**src/rtl/fpadd_pkg.sv**
```systemverilog
package fpadd_pkg;

  // Default field widths of the narrow float word.
  localparam int FP_EXP_W  = 8;
  localparam int FP_FRAC_W = 18;

  // Mantissa operation chosen from the operand signs.
  typedef enum logic {
    MOP_ADD = 1'b0,
    MOP_SUB = 1'b1
  } mant_op_e;

endpackage

```
**src/rtl/fpadd_lzc.sv**
```systemverilog
module fpadd_lzc #(
  parameter  int W  = 19,
  localparam int CW = $clog2(W + 1)
) (
  input  logic [W-1:0]  vec,
  output logic [CW-1:0] zeros
);

  // Scan upward; the highest set bit wins the last assignment.
  always_comb begin
    zeros = CW'(W);
    for (int i = 0; i < W; i++) begin
      if (vec[i]) zeros = CW'(W - 1 - i);
    end
  end

endmodule

```
**src/rtl/fpadd_align.sv**
```systemverilog
module fpadd_align
  import fpadd_pkg::*;
#(
  parameter  int EXP_W  = FP_EXP_W,
  parameter  int FRAC_W = FP_FRAC_W,
  localparam int MANT_W = FRAC_W + 1,
  localparam int WORD_W = 1 + EXP_W + FRAC_W
) (
  input  logic              clk,
  input  logic              rst_n,
  input  logic              en,
  input  logic              in_valid,
  input  logic [WORD_W-1:0] in_a,
  input  logic [WORD_W-1:0] in_b,
  output logic              al_valid,
  output logic              al_sign,
  output logic [EXP_W-1:0]  al_exp,
  output logic [MANT_W-1:0] al_mbig,
  output logic [MANT_W-1:0] al_msmall,
  output mant_op_e          al_op
);

  localparam int MAG_W = EXP_W + FRAC_W;

  logic [EXP_W-1:0]  exp_a, exp_b, exp_big, exp_small, gap;
  logic              zero_a, zero_b, a_first, sign_big;
  logic [MAG_W-1:0]  mag_a, mag_b;
  logic [MANT_W-1:0] man_a, man_b, man_big, man_small, man_shift;

  always_comb begin
    exp_a  = in_a[WORD_W-2 -: EXP_W];
    exp_b  = in_b[WORD_W-2 -: EXP_W];
    zero_a = (exp_a == '0);
    zero_b = (exp_b == '0);
    mag_a  = zero_a ? '0 : in_a[MAG_W-1:0];
    mag_b  = zero_b ? '0 : in_b[MAG_W-1:0];
    man_a  = zero_a ? '0 : {1'b1, in_a[FRAC_W-1:0]};
    man_b  = zero_b ? '0 : {1'b1, in_b[FRAC_W-1:0]};

    a_first   = (mag_a >= mag_b);
    sign_big  = a_first ? in_a[WORD_W-1] : in_b[WORD_W-1];
    exp_big   = a_first ? exp_a : exp_b;
    exp_small = a_first ? exp_b : exp_a;
    man_big   = a_first ? man_a : man_b;
    man_small = a_first ? man_b : man_a;

    gap = exp_big - exp_small;
    if (gap >= EXP_W'(MANT_W)) man_shift = '0;
    else                       man_shift = man_small >> gap;
  end

  always_ff @(posedge clk or negedge rst_n) begin
    if (!rst_n) begin
      al_valid  <= 1'b0;
      al_sign   <= 1'b0;
      al_exp    <= '0;
      al_mbig   <= '0;
      al_msmall <= '0;
      al_op     <= MOP_ADD;
    end else if (en) begin
      al_valid  <= in_valid;
      al_sign   <= sign_big;
      al_exp    <= exp_big;
      al_mbig   <= man_big;
      al_msmall <= man_shift;
      al_op     <= (in_a[WORD_W-1] ^ in_b[WORD_W-1]) ? MOP_SUB : MOP_ADD;
    end
  end


  mag_order_chk: assert property (@(posedge clk) disable iff (!rst_n)
    al_valid |-> (al_mbig >= al_msmall));


  zero_pair_chk: assert property (@(posedge clk) disable iff (!rst_n)
    (al_valid && al_mbig == '0) |-> (al_msmall == '0 && al_exp == '0));

endmodule

```
**src/rtl/fpadd_norm.sv**
```systemverilog
module fpadd_norm
  import fpadd_pkg::*;
#(
  parameter  int EXP_W  = FP_EXP_W,
  parameter  int FRAC_W = FP_FRAC_W,
  localparam int MANT_W = FRAC_W + 1,
  localparam int WORD_W = 1 + EXP_W + FRAC_W,
  localparam int CW     = $clog2(MANT_W + 1),
  localparam int EW2    = EXP_W + 2
) (
  input  logic              clk,
  input  logic              rst_n,
  input  logic              en,
  input  logic              al_valid,
  input  logic              al_sign,
  input  logic [EXP_W-1:0]  al_exp,
  input  logic [MANT_W-1:0] al_mbig,
  input  logic [MANT_W-1:0] al_msmall,
  input  mant_op_e          al_op,
  output logic              out_valid,
  output logic [WORD_W-1:0] out_sum
);

  logic [MANT_W:0]   raw;
  logic [CW-1:0]     lead;
  logic [MANT_W-1:0] nmant;
  logic [EXP_W-1:0]  nexp;
  logic              res_zero;
  logic [WORD_W-1:0] result;

  always_comb begin
    if (al_op == MOP_SUB) raw = {1'b0, al_mbig} - {1'b0, al_msmall};
    else                  raw = {1'b0, al_mbig} + {1'b0, al_msmall};
  end

  fpadd_lzc #(.W(MANT_W)) u_lzc (
    .vec   (raw[MANT_W-1:0]),
    .zeros (lead)
  );

  always_comb begin
    res_zero = 1'b0;
    nmant    = '0;
    nexp     = al_exp;
    if (raw == '0) begin
      res_zero = 1'b1;
    end else if (raw[MANT_W]) begin
      nmant = raw[MANT_W:1];
      nexp  = al_exp + EXP_W'(1);
    end else begin
      nmant = raw[MANT_W-1:0] << lead;
      nexp  = al_exp - EXP_W'(lead);
      if (EW2'(al_exp) <= EW2'(lead)) res_zero = 1'b1;
    end
    result = res_zero ? '0 : {al_sign, nexp, nmant[FRAC_W-1:0]};
  end

  always_ff @(posedge clk or negedge rst_n) begin
    if (!rst_n) begin
      out_valid <= 1'b0;
      out_sum   <= '0;
    end else if (en) begin
      out_valid <= al_valid;
      out_sum   <= result;
    end
  end


  lead_one_chk: assert property (@(posedge clk) disable iff (!rst_n)
    (al_valid && !res_zero) |-> nmant[MANT_W-1]);


  zero_canon_chk: assert property (@(posedge clk) disable iff (!rst_n)
    (out_valid && out_sum[WORD_W-2 -: EXP_W] == '0) |-> (out_sum == '0));

endmodule

```
**src/rtl/fpadd_pipe.sv**
```systemverilog
module fpadd_pipe
  import fpadd_pkg::*;
#(
  parameter  int EXP_W  = FP_EXP_W,
  parameter  int FRAC_W = FP_FRAC_W,
  localparam int MANT_W = FRAC_W + 1,
  localparam int WORD_W = 1 + EXP_W + FRAC_W
) (
  input  logic              clk,
  input  logic              rst_n,
  input  logic              in_valid,
  output logic              in_ready,
  input  logic [WORD_W-1:0] in_a,
  input  logic [WORD_W-1:0] in_b,
  output logic              out_valid,
  input  logic              out_ready,
  output logic [WORD_W-1:0] out_sum
);

  logic              adv;
  logic              al_valid, al_sign;
  logic [EXP_W-1:0]  al_exp;
  logic [MANT_W-1:0] al_mbig, al_msmall;
  mant_op_e          al_op;

  // Both stages move together; a held result freezes the pipe.
  assign adv      = !out_valid || out_ready;
  assign in_ready = adv;

  fpadd_align #(.EXP_W(EXP_W), .FRAC_W(FRAC_W)) u_align (
    .clk       (clk),
    .rst_n     (rst_n),
    .en        (adv),
    .in_valid  (in_valid),
    .in_a      (in_a),
    .in_b      (in_b),
    .al_valid  (al_valid),
    .al_sign   (al_sign),
    .al_exp    (al_exp),
    .al_mbig   (al_mbig),
    .al_msmall (al_msmall),
    .al_op     (al_op)
  );

  fpadd_norm #(.EXP_W(EXP_W), .FRAC_W(FRAC_W)) u_norm (
    .clk       (clk),
    .rst_n     (rst_n),
    .en        (adv),
    .al_valid  (al_valid),
    .al_sign   (al_sign),
    .al_exp    (al_exp),
    .al_mbig   (al_mbig),
    .al_msmall (al_msmall),
    .al_op     (al_op),
    .out_valid (out_valid),
    .out_sum   (out_sum)
  );


  stall_hold_chk: assert property (@(posedge clk) disable iff (!rst_n)
    (out_valid && !out_ready) |=> (out_valid && $stable(out_sum)));


  latency_chk: assert property (@(posedge clk) disable iff (!rst_n)
    (in_valid && in_ready) ##1 in_ready |=> out_valid);


  bubble_chk: assert property (@(posedge clk) disable iff (!rst_n)
    (!in_valid && in_ready) ##1 in_ready |=> !out_valid);

endmodule

```
**config.mk**
```make
export PLATFORM = sky130hd
export DESIGN_NAME = fpadd_pipe
export DESIGN_NICKNAME = d
export VERILOG_FILES = /design/src/rtl/fpadd_pkg.sv /design/src/rtl/fpadd_lzc.sv /design/src/rtl/fpadd_align.sv /design/src/rtl/fpadd_norm.sv /design/src/rtl/fpadd_pipe.sv
export SDC_FILE = /design/constraint.sdc
export NUM_CORES = 1
export LEC_CHECK = 0
export BUFFER_PORTS_ARGS = -buffer_cell sky130_fd_sc_hd__buf_4
export CORE_MARGIN = 1
export CORE_UTILIZATION = 35
export CTS_CLUSTER_SIZE = 20
export DETAILED_ROUTE_END_ITERATION = 6
export GPL_TIMING_DRIVEN = 0
export PLACE_DENSITY = 0.56
export SYNTH_ARGS = -nofsm -noshare
export SYNTH_HDL_FRONTEND = slang
export SYNTH_SLANG_ARGS = --single-unit
```
**constraint.sdc**
```tcl
create_clock -name clk -period 13.7 [get_ports clk]
set_clock_uncertainty 0.1 [all_clocks]
set_input_delay 1.37 -clock clk [delete_from_list [all_inputs] [get_ports clk]]
set_output_delay 1.37 -clock clk [all_outputs]
set_load 0.01 [all_outputs]
```
==> key figures, run 1 <==
Floorplan
  – IO Count: 87
  – Die footprint: around 26,000 sq um
  – Core area: ~24,000 sq um
  – Die H: 160 um
  – DIE WIDTH: roughly 160 um
  – Initial Util: around 36%
  – FP Rows: 57

Worst setup path
  – CP required: 13,810 ps
  – Cell repeated most along the worst path: clkbuf_1
  – Crit start category: input pin
  – Crit. End Element: flop
  – Critical path's largest stage delay: 580 ps
  – Crit Path Category: in2reg
  – Critical path arrival: between 9000 and 10,000 ps
  – Max FO, Critical Path: 10
  – CP max stage cell: clkbuf_1

Power
  – Logic pwr share: 78.2%
  – Seq pwr share: 12.4%
  – VDD IR max: 0.131 mV
  – LEAKAGE: 4.42 nW
  – Sw Ratio: 53.5%
  – PwrDens: 273 nW/um^2
  – P_sw: 0.00148 W
  – Power Internal: 0.00129 W
  – Clock network fraction of total power: 9.4%

STA
  – Hold_ws: 366 ps
  – Final period util: 65.2%
  – Worst-Margin Slew: 1180 ps
  – Setup_tns: 0 ps
  – RSZ-0062 raised after global routing: no
  – Slew margin rel.: roughly 21%
  – Final WS setup: 4760 ps
  – Final hold vios: 0
  – Fin crit period: 8940 ps
  – Fmax: 112 MHz
  – Setup Viol. Count Final: 0
  – Final slew viol count: 0

Yosys
  – Yosys reg bits: 77
  – Mapped Cells: 1,160
  – FFs w/ async S/R, synth: 100%
  – Mapped cell area: 8790 sq um
  – EDFF count, synth: 0
  – Syn avg cell area: approximately 7.6 sq um
  – Sequential area share after synthesis: 21.9%
  – Synth Flop Type: dfrtp_1
  – Synth unique cells: 91
  – Syn. warnings: 0
  – Net Count, Synth: 1,273

Clocking
  – Root Driver: clkbuf_16
  – CTS tree: done
  – Post-CTS setup repair buffer count: 0
  – Worst-Skew Late Latency: 360 ps
  – Cts hold-fix bufs: 0
  – Htree depth: 3
  – Post-CTS Resized: 0
  – CTS buffer count: 9
  – Clk buf depth: 2
  – CTS Sinks: 77
  – Clock Pin Slew Worst Setup and Hold Paths: 80 ps

Place
  – IO Port Bufs: 83
  – Dpl hpwl: approximately 24,000 um
  – Post-Place Worst Slack: 4400 ps
  – Final Wtd Congestion: 0.951

Finish
  – Most frequent cells in the layout: nand2_1 (154), nor2_1 (110), o21ai_0 (102), a21oi_1 (92), buf_4 (87)
  – Layout cells sized above 1: about an eighth
  – Antenna Cells: 0
  – Leading cell type in the layout, fill and taps excluded: nand2_1
  – Nets: 1,367
  – Layout area overhead: 15.3%

Routing
  – Routed WL: 30,000 um
  – TritonRoute pass-1 iters: 5
  – Vias per inst: 5.67
  – DRC Markers: 0
  – DRT iter0 DRCs: 495
  – ANT nets after route: 0
  – WL/cell: 19.0 um
  – Routed vias: 8,972

Global routing
  – Largest net degree at the start of global routing: 78
  – First-pass GRT wire length: 47,800 um
  – Grt total ovfl: 0
  – Initial antenna violation count: 0
  – Vias in the first global route: 8,693
  – GRT Overall Usage: 23.3%

Run status
  – Run status: finished clean

Job
  – Max Cap Violations: 0

Min path
  – Class of the tightest hold or removal check: reg2reg
critical path, delay by kind of cell:
family / cells / cell delay (ps)
buf+inv: 8 / 2600
compound gates: 8 / 1870
simple gates: 6 / 1130
mux: 3 / 1090
fa+ha+maj: 3 / 640
xor+xnor: 1 / 330
per-layer routing:
| layer | wire, um | part of all wire (%) | vias up | track usage (%) |
|---|---|---|---|---|
| li1 | - | - | 4386 | - |
| met1 | 13900 | 46 | 4225 | 31.4 |
| met2 | 14000 | 46 | 306 | 38.8 |
| met3 | 1400 | 4.7 | 55 | 2.27 |
| met4 | 767 | 2.6 | 0 | 8.01 |
| met5 | 0 | 0 | - | 0 |
power groups by stage:
stage / registers, W / logic [W] / clock network, W
6_report: 0.000344 / 0.00217 / 0.000261
3_5_place_dp: 0.000349 / 0.00212 / 0
4_1_cts: 0.000344 / 0.00213 / 0.000266
3_3_place_gp: 0.000348 / 0.00213 / 0
5_1_grt: 0.000352 / 0.00234 / 0.000273
2_1_floorplan: 0.000353 / 0.00154 / 0
registers in the layout, summed over array words and instances (netlist names):
name,count
u_align.al_exp,8
u_align.al_mbig,19
u_align.al_msmall,19
u_align.al_op,1
u_align.al_sign,1
u_align.al_valid,1
u_norm.out_sum,27
u_norm.out_valid,1
cell families (layout without fill, tap and decap cells):
group / count (synthesis) / count (layout) / share of synthesized area [%]
fa+ha+maj: 58 / 58 / 8.34
mux: 71 / 71 / 8.81
xor+xnor: 58 / 58 / 5.95
compound gates: 362 / 362 / 27.1
flops: 77 / 77 / 21.9
simple gates: 417 / 417 / 22.2
buf+inv: 117 / 216 / 5.64
cells in the mapped netlist (14+ instances only):
| library cell | n | area share [%] |
|---|---|---|
| mux2_2 | 17 | 2.2 |
| and2_1 | 17 | 1.2 |
| nor4_1 | 14 | 1.0 |
| o21ai_0 | 102 | 5.8 |
| nand2_1 | 154 | 6.6 |
| ha_1 | 53 | 7.5 |
| a21o_1 | 25 | 2.1 |
| mux2i_1 | 50 | 5.7 |
| inv_1 | 41 | 1.8 |
| dfrtp_1 | 77 | 22 |
| o211ai_1 | 15 | 1.3 |
| xnor2_1 | 41 | 4.1 |
| xor2_1 | 15 | 1.5 |
| nand3_1 | 26 | 1.5 |
| nand2b_1 | 17 | 1.2 |
| nor2_1 | 110 | 4.7 |
| nor3_1 | 21 | 1.2 |
| clkbuf_1 | 55 | 2.3 |
| a21oi_1 | 92 | 5.2 |
cell type report:
class / count / area, sq um
clock inverters: 7 / 92.6
multi-input cells: 966 / 6370
repair buffers: 83 / 623
inverters: 44 / 170
fillers: 2598 / 14300
flip-flops and latches: 77 / 1930
well taps: 324 / 405
clock buffers: 9 / 225
plain buffers: 73 / 325
worst paths after layout:
path	from	to	slack (ps)	cells past startpoint
max in group asynchronous	rst_n	u_norm.out_sum[7]$_DFFE_PN0P_	11710	1
hold / removal	u_align.al_valid$_DFFE_PN0P_	u_norm.out_valid$_DFFE_PN0P_	370	1
setup reg to reg	u_align.al_msmall[3]$_DFFE_PN0P_	u_norm.out_sum[22]$_DFFE_PN0P_	5520	25
hold reg to reg	u_align.al_valid$_DFFE_PN0P_	u_norm.out_valid$_DFFE_PN0P_	370	1
min in group asynchronous	rst_n	u_align.al_mbig[10]$_DFFE_PN0P_	1060	1
setup / recovery	in_b[20]	u_align.al_msmall[8]$_DFFE_PN0P_	4760	29
per-stage QoR:
step	power (W)	std cells	util (%)	cell area, sq um
finish	0.00277	1583	41.4	10100
global route	0.00297	1583	41.4	10100
CTS	0.00274	1583	41.4	10100
detailed placement	0.00247	1567	40.1	9820
global placement	0.00248	1567	40.1	9820
floorplan	0.00189	1160	-	8790
No activity file was read; power rests on OpenSTA's default activity.
==> run 2, diff against run 1 <==
ABC_AREA = 1   (was unset)
clock period = 9.3 ns   (was 13.7 ns; I/O delays follow)
==> run 2 against run 1 <==
  * Count of clock-buffer cells in the layout unchanged
  * Final cell count increased by 17%
  * Critical path depth increased by 5
  * Sequential share of layout area increased by 0.11 points
  * Sequential cell count unchanged
  * Synthesized cell count increased by 23%
  * Die area decreased by 0.79%
  * Largest cell class unchanged
  * Worst setup slack got worse by 2200 ps
  * Power increased by 15%
==> key figures, run 2 <==
Place
  – Post-Place Worst Slack: 2660 ps (-1740 ps)
  – Dpl hpwl: 25,300 um (+6.7%)
  – Dpl cells: 1,837 (+17%)
  – IO Port Bufs: 86 (+3.6%)
  – Final Wtd Congestion: 0.941 (-1.0%)
  – Post-placement cell area: 9770 sq um (-0.48%)

STA
  – Setup_tns: 0 ps (unchanged)
  – Final period util: between 70% and 80%
  – Worst-Margin Slew: 1020 ps (-157 ps)
  – Fin crit period: 6750 ps
  – Final WS setup: 2550 ps (-2210 ps)
  – RSZ-0062 raised after global routing: no
  – Slew margin rel.: 31.7% (+11 points)
  – Final slew viol count: 0 (unchanged)
  – Final hold vios: 0 (unchanged)
  – Setup Viol. Count Final: 0 (unchanged)
  – Fmax: 148 MHz

Finish
  – Final core utilization: 41.3% (-0.13 points)
  – Non-Filler Instances: 1,853 (+17%)
  – Leading cell type in the layout, fill and taps excluded: nand2_1
  – Nets: 1,637 (+20%)
  – Largest regs: u_norm.out_sum x27, u_align.al_mbig x19, u_align.al_msmall x19
  – Max reg flops: 27 (unchanged)
  – Top reg by flops: u_norm.out_sum
  – Layout area overhead: 15.6%
  – Post-route design area: 10,100 sq um (-0.59%)
  – Layout cells sized above 1: 11.4% (-1.9 points)
  – Most frequent cells in the layout: nand2_1 (410), nand3_1 (174), inv_1 (165), nor2_1 (102), a21oi_1 (94)
  – Antenna Cells: 0 (unchanged)

Routing
  – Routed WL: 30,600 um (+1.8%)
  – TritonRoute pass-1 iters: 5 (unchanged)
  – Vias per inst: 5.20 (-8.3%)
  – WL/cell: 16.5 um (-13%)
  – ANT nets after route: 0 (unchanged)
  – DRT iter0 DRCs: 556 (+12%)
  – Routed vias: 9,628 (+7.3%)
  – DRC Markers: 0 (unchanged)

Yosys
  – Synth Flop Type: dfrtp_1
  – Yosys reg bits: 77 (unchanged)
  – Sequential area share after synthesis: 22.1% (+0.18 points)
  – Syn avg cell area: 6.11 sq um (-19%)
  – Synth unique cells: 58 (-36%)
  – Net Count, Synth: 1,540 (+21%)
  – Most area-consuming cells after synthesis: dfrtp_1 (22%), nand2_1 (18%), nand3_1 (10%)
  – EDFF count, synth: 0 (unchanged)
  – Leading area contributor after synthesis: dfrtp_1
  – Synth cell count leaders: nand2_1 (410), nand3_1 (174), inv_1 (165), nor2_1 (102), a21oi_1 (94)
  – Top cell type's share of synthesized area: 22.1% (+0.18 points)
  – Mapped cell area: 8720 sq um (-0.80%)
  – Count leader, synth: nand2_1
  – Syn. warnings: 0 (unchanged)
  – Mapped Cells: 1,427 (+23%)
  – FFs w/ async S/R, synth: 100% (unchanged)

Clocking
  – Worst-Skew Late Latency: 350 ps (about the same)
  – CTS Sinks: 77 (unchanged)
  – CTS buffer count: 9 (unchanged)
  – Clock Pin Slew Worst Setup and Hold Paths: 70 ps (about the same)
  – Post-CTS Resized: 0 (unchanged)
  – Htree depth: 3 (unchanged)
  – Cts hold-fix bufs: 0 (unchanged)
  – Root Driver: clkbuf_16
  – Clk buf depth: 2 (unchanged)
  – Post-CTS setup repair buffer count: 0 (unchanged)
  – CTS tree: done

Worst setup path
  – CP required: 9480 ps (-4330 ps)
  – Critical path's largest stage delay: 500 ps (-80 ps)
  – Max FO, Critical Path: 10 (unchanged)
  – Crit. End Element: flop
  – Critical path arrival: 6930 ps (-2120 ps)
  – CP max stage cell: xor2_1
  – Crit start category: flop
  – R2R depth: 34 (+36%)
  – Crit Path Category: reg2reg
  – Cell repeated most along the worst path: nand2_1

Global routing
  – Initial antenna violation count: 0 (unchanged)
  – GRT Overall Usage: 24.5% (+1.2 points)
  – Grt total ovfl: 0 (unchanged)
  – Vias in the first global route: 9,416 (+8.3%)
  – First-pass GRT wire length: 49,600 um (+3.9%)
  – Largest net degree at the start of global routing: 78 (unchanged)

Floorplan
  – Die H: 160 um (-0.40%)
  – DIE WIDTH: 160 um (-0.40%)
  – Core area: 24,400 sq um (-0.29%)
  – Initial Util: 35.8% (-0.18 points)
  – FP Rows: 57 (unchanged)
  – IO Count: 87 (unchanged)
  – Die footprint: 25,600 sq um (-0.79%)

Power
  – VDD IR max: 0.178 mV (+36%)
  – PwrDens: 315 nW/um^2 (+15%)
  – LEAKAGE: 5.14 nW (+16%)

Job
  – Max Cap Violations: 0 (unchanged)

Min path
  – Class of the tightest hold or removal check: reg2reg
  – Hold path depth: 2 (+1)

Run status
  – Run status: finished clean
run 2: cell count changes in the layout (fill, tap and decap cells not counted), moves of 17 or more:
cell	change
mux2_2	-17
a21o_1	-23
mux2i_1	-50
nand2_1	+256
nand3_1	+148
o21ai_0	-25
inv_1	+124
xnor2_1	-39
o21ai_1	+19
nand4_1	+41
run 2: cell families after synthesis:
group                    Yosys count  synth area share (%)
flip-flops                        77                  22.1
AO/OA/AOI/OAI                    225                  14.1
XOR/XNOR                          31                  3.41
adder cells (fa/ha/maj)           55                  8.06
buffers and inverters            238                  11.1
AND/OR/NAND/NOR                  801                  41.2
run 2: stage by stage:
step | hold WS [ps] | power (W)
floorplan | 320 | 0.00210
global placement | 323 | 0.00279
detailed placement | 331 | 0.00279
CTS | 347 | 0.00317
global route | 354 | 0.00348
finish | 346 | 0.00317
run 2: critical path, delay by kind of cell (launching register included):
family	cells	cell delay [ps]
buffers and inverters	4	520
AO/OA/AOI/OAI	4	970
XOR/XNOR	2	670
AND/OR/NAND/NOR	21	3110
flip-flops	1	440
adder cells (fa/ha/maj)	3	860
run 2: path summary, 6_finish.rpt:
kind,slack (ps),to,start
worst max-delay path,2550,u_norm.out_sum[10]$_DFFE_PN0P_,u_align.al_msmall[0]$_DFFE_PN0P_
worst min-delay path,350,u_norm.out_valid$_DFFE_PN0P_,u_align.al_valid$_DFFE_PN0P_
worst max register to register,2550,u_norm.out_sum[10]$_DFFE_PN0P_,u_align.al_msmall[0]$_DFFE_PN0P_
worst min register to register,350,u_norm.out_valid$_DFFE_PN0P_,u_align.al_valid$_DFFE_PN0P_
max in group asynchronous,7780,u_norm.out_sum[3]$_DFFE_PN0P_,rst_n
min in group asynchronous,620,u_align.al_mbig[1]$_DFFE_PN0P_,rst_n
run 2: per-layer routing:
metal  vias to the layer above  track usage [%]  wire (um)
met2                       225             42.6      14600
met5                         -                0          0
met3                        50             1.82       1030
met1                      4446             31.5      13800
met4                         0             9.65       1140
li1                       4907                -          -
run 2: power by group:
group          switching (W)  internal [W]  total (W)
logic                0.00154      0.000767    0.00231
registers          0.0000593      0.000431   0.000490
clock network       0.000161      0.000212   0.000373
total                0.00176       0.00141    0.00317
run 2: cell type report:
cell class	count	area, sq um
Tap cell	324	405
Fill cell	2741	14300
Multi-Input combinational cell	1112	5830
Clock buffer	9	225
Buffer	64	308
Inverter	174	659
Sequential cell	77	1930
Timing Repair Buffer	86	646
Clock inverter	7	80.1
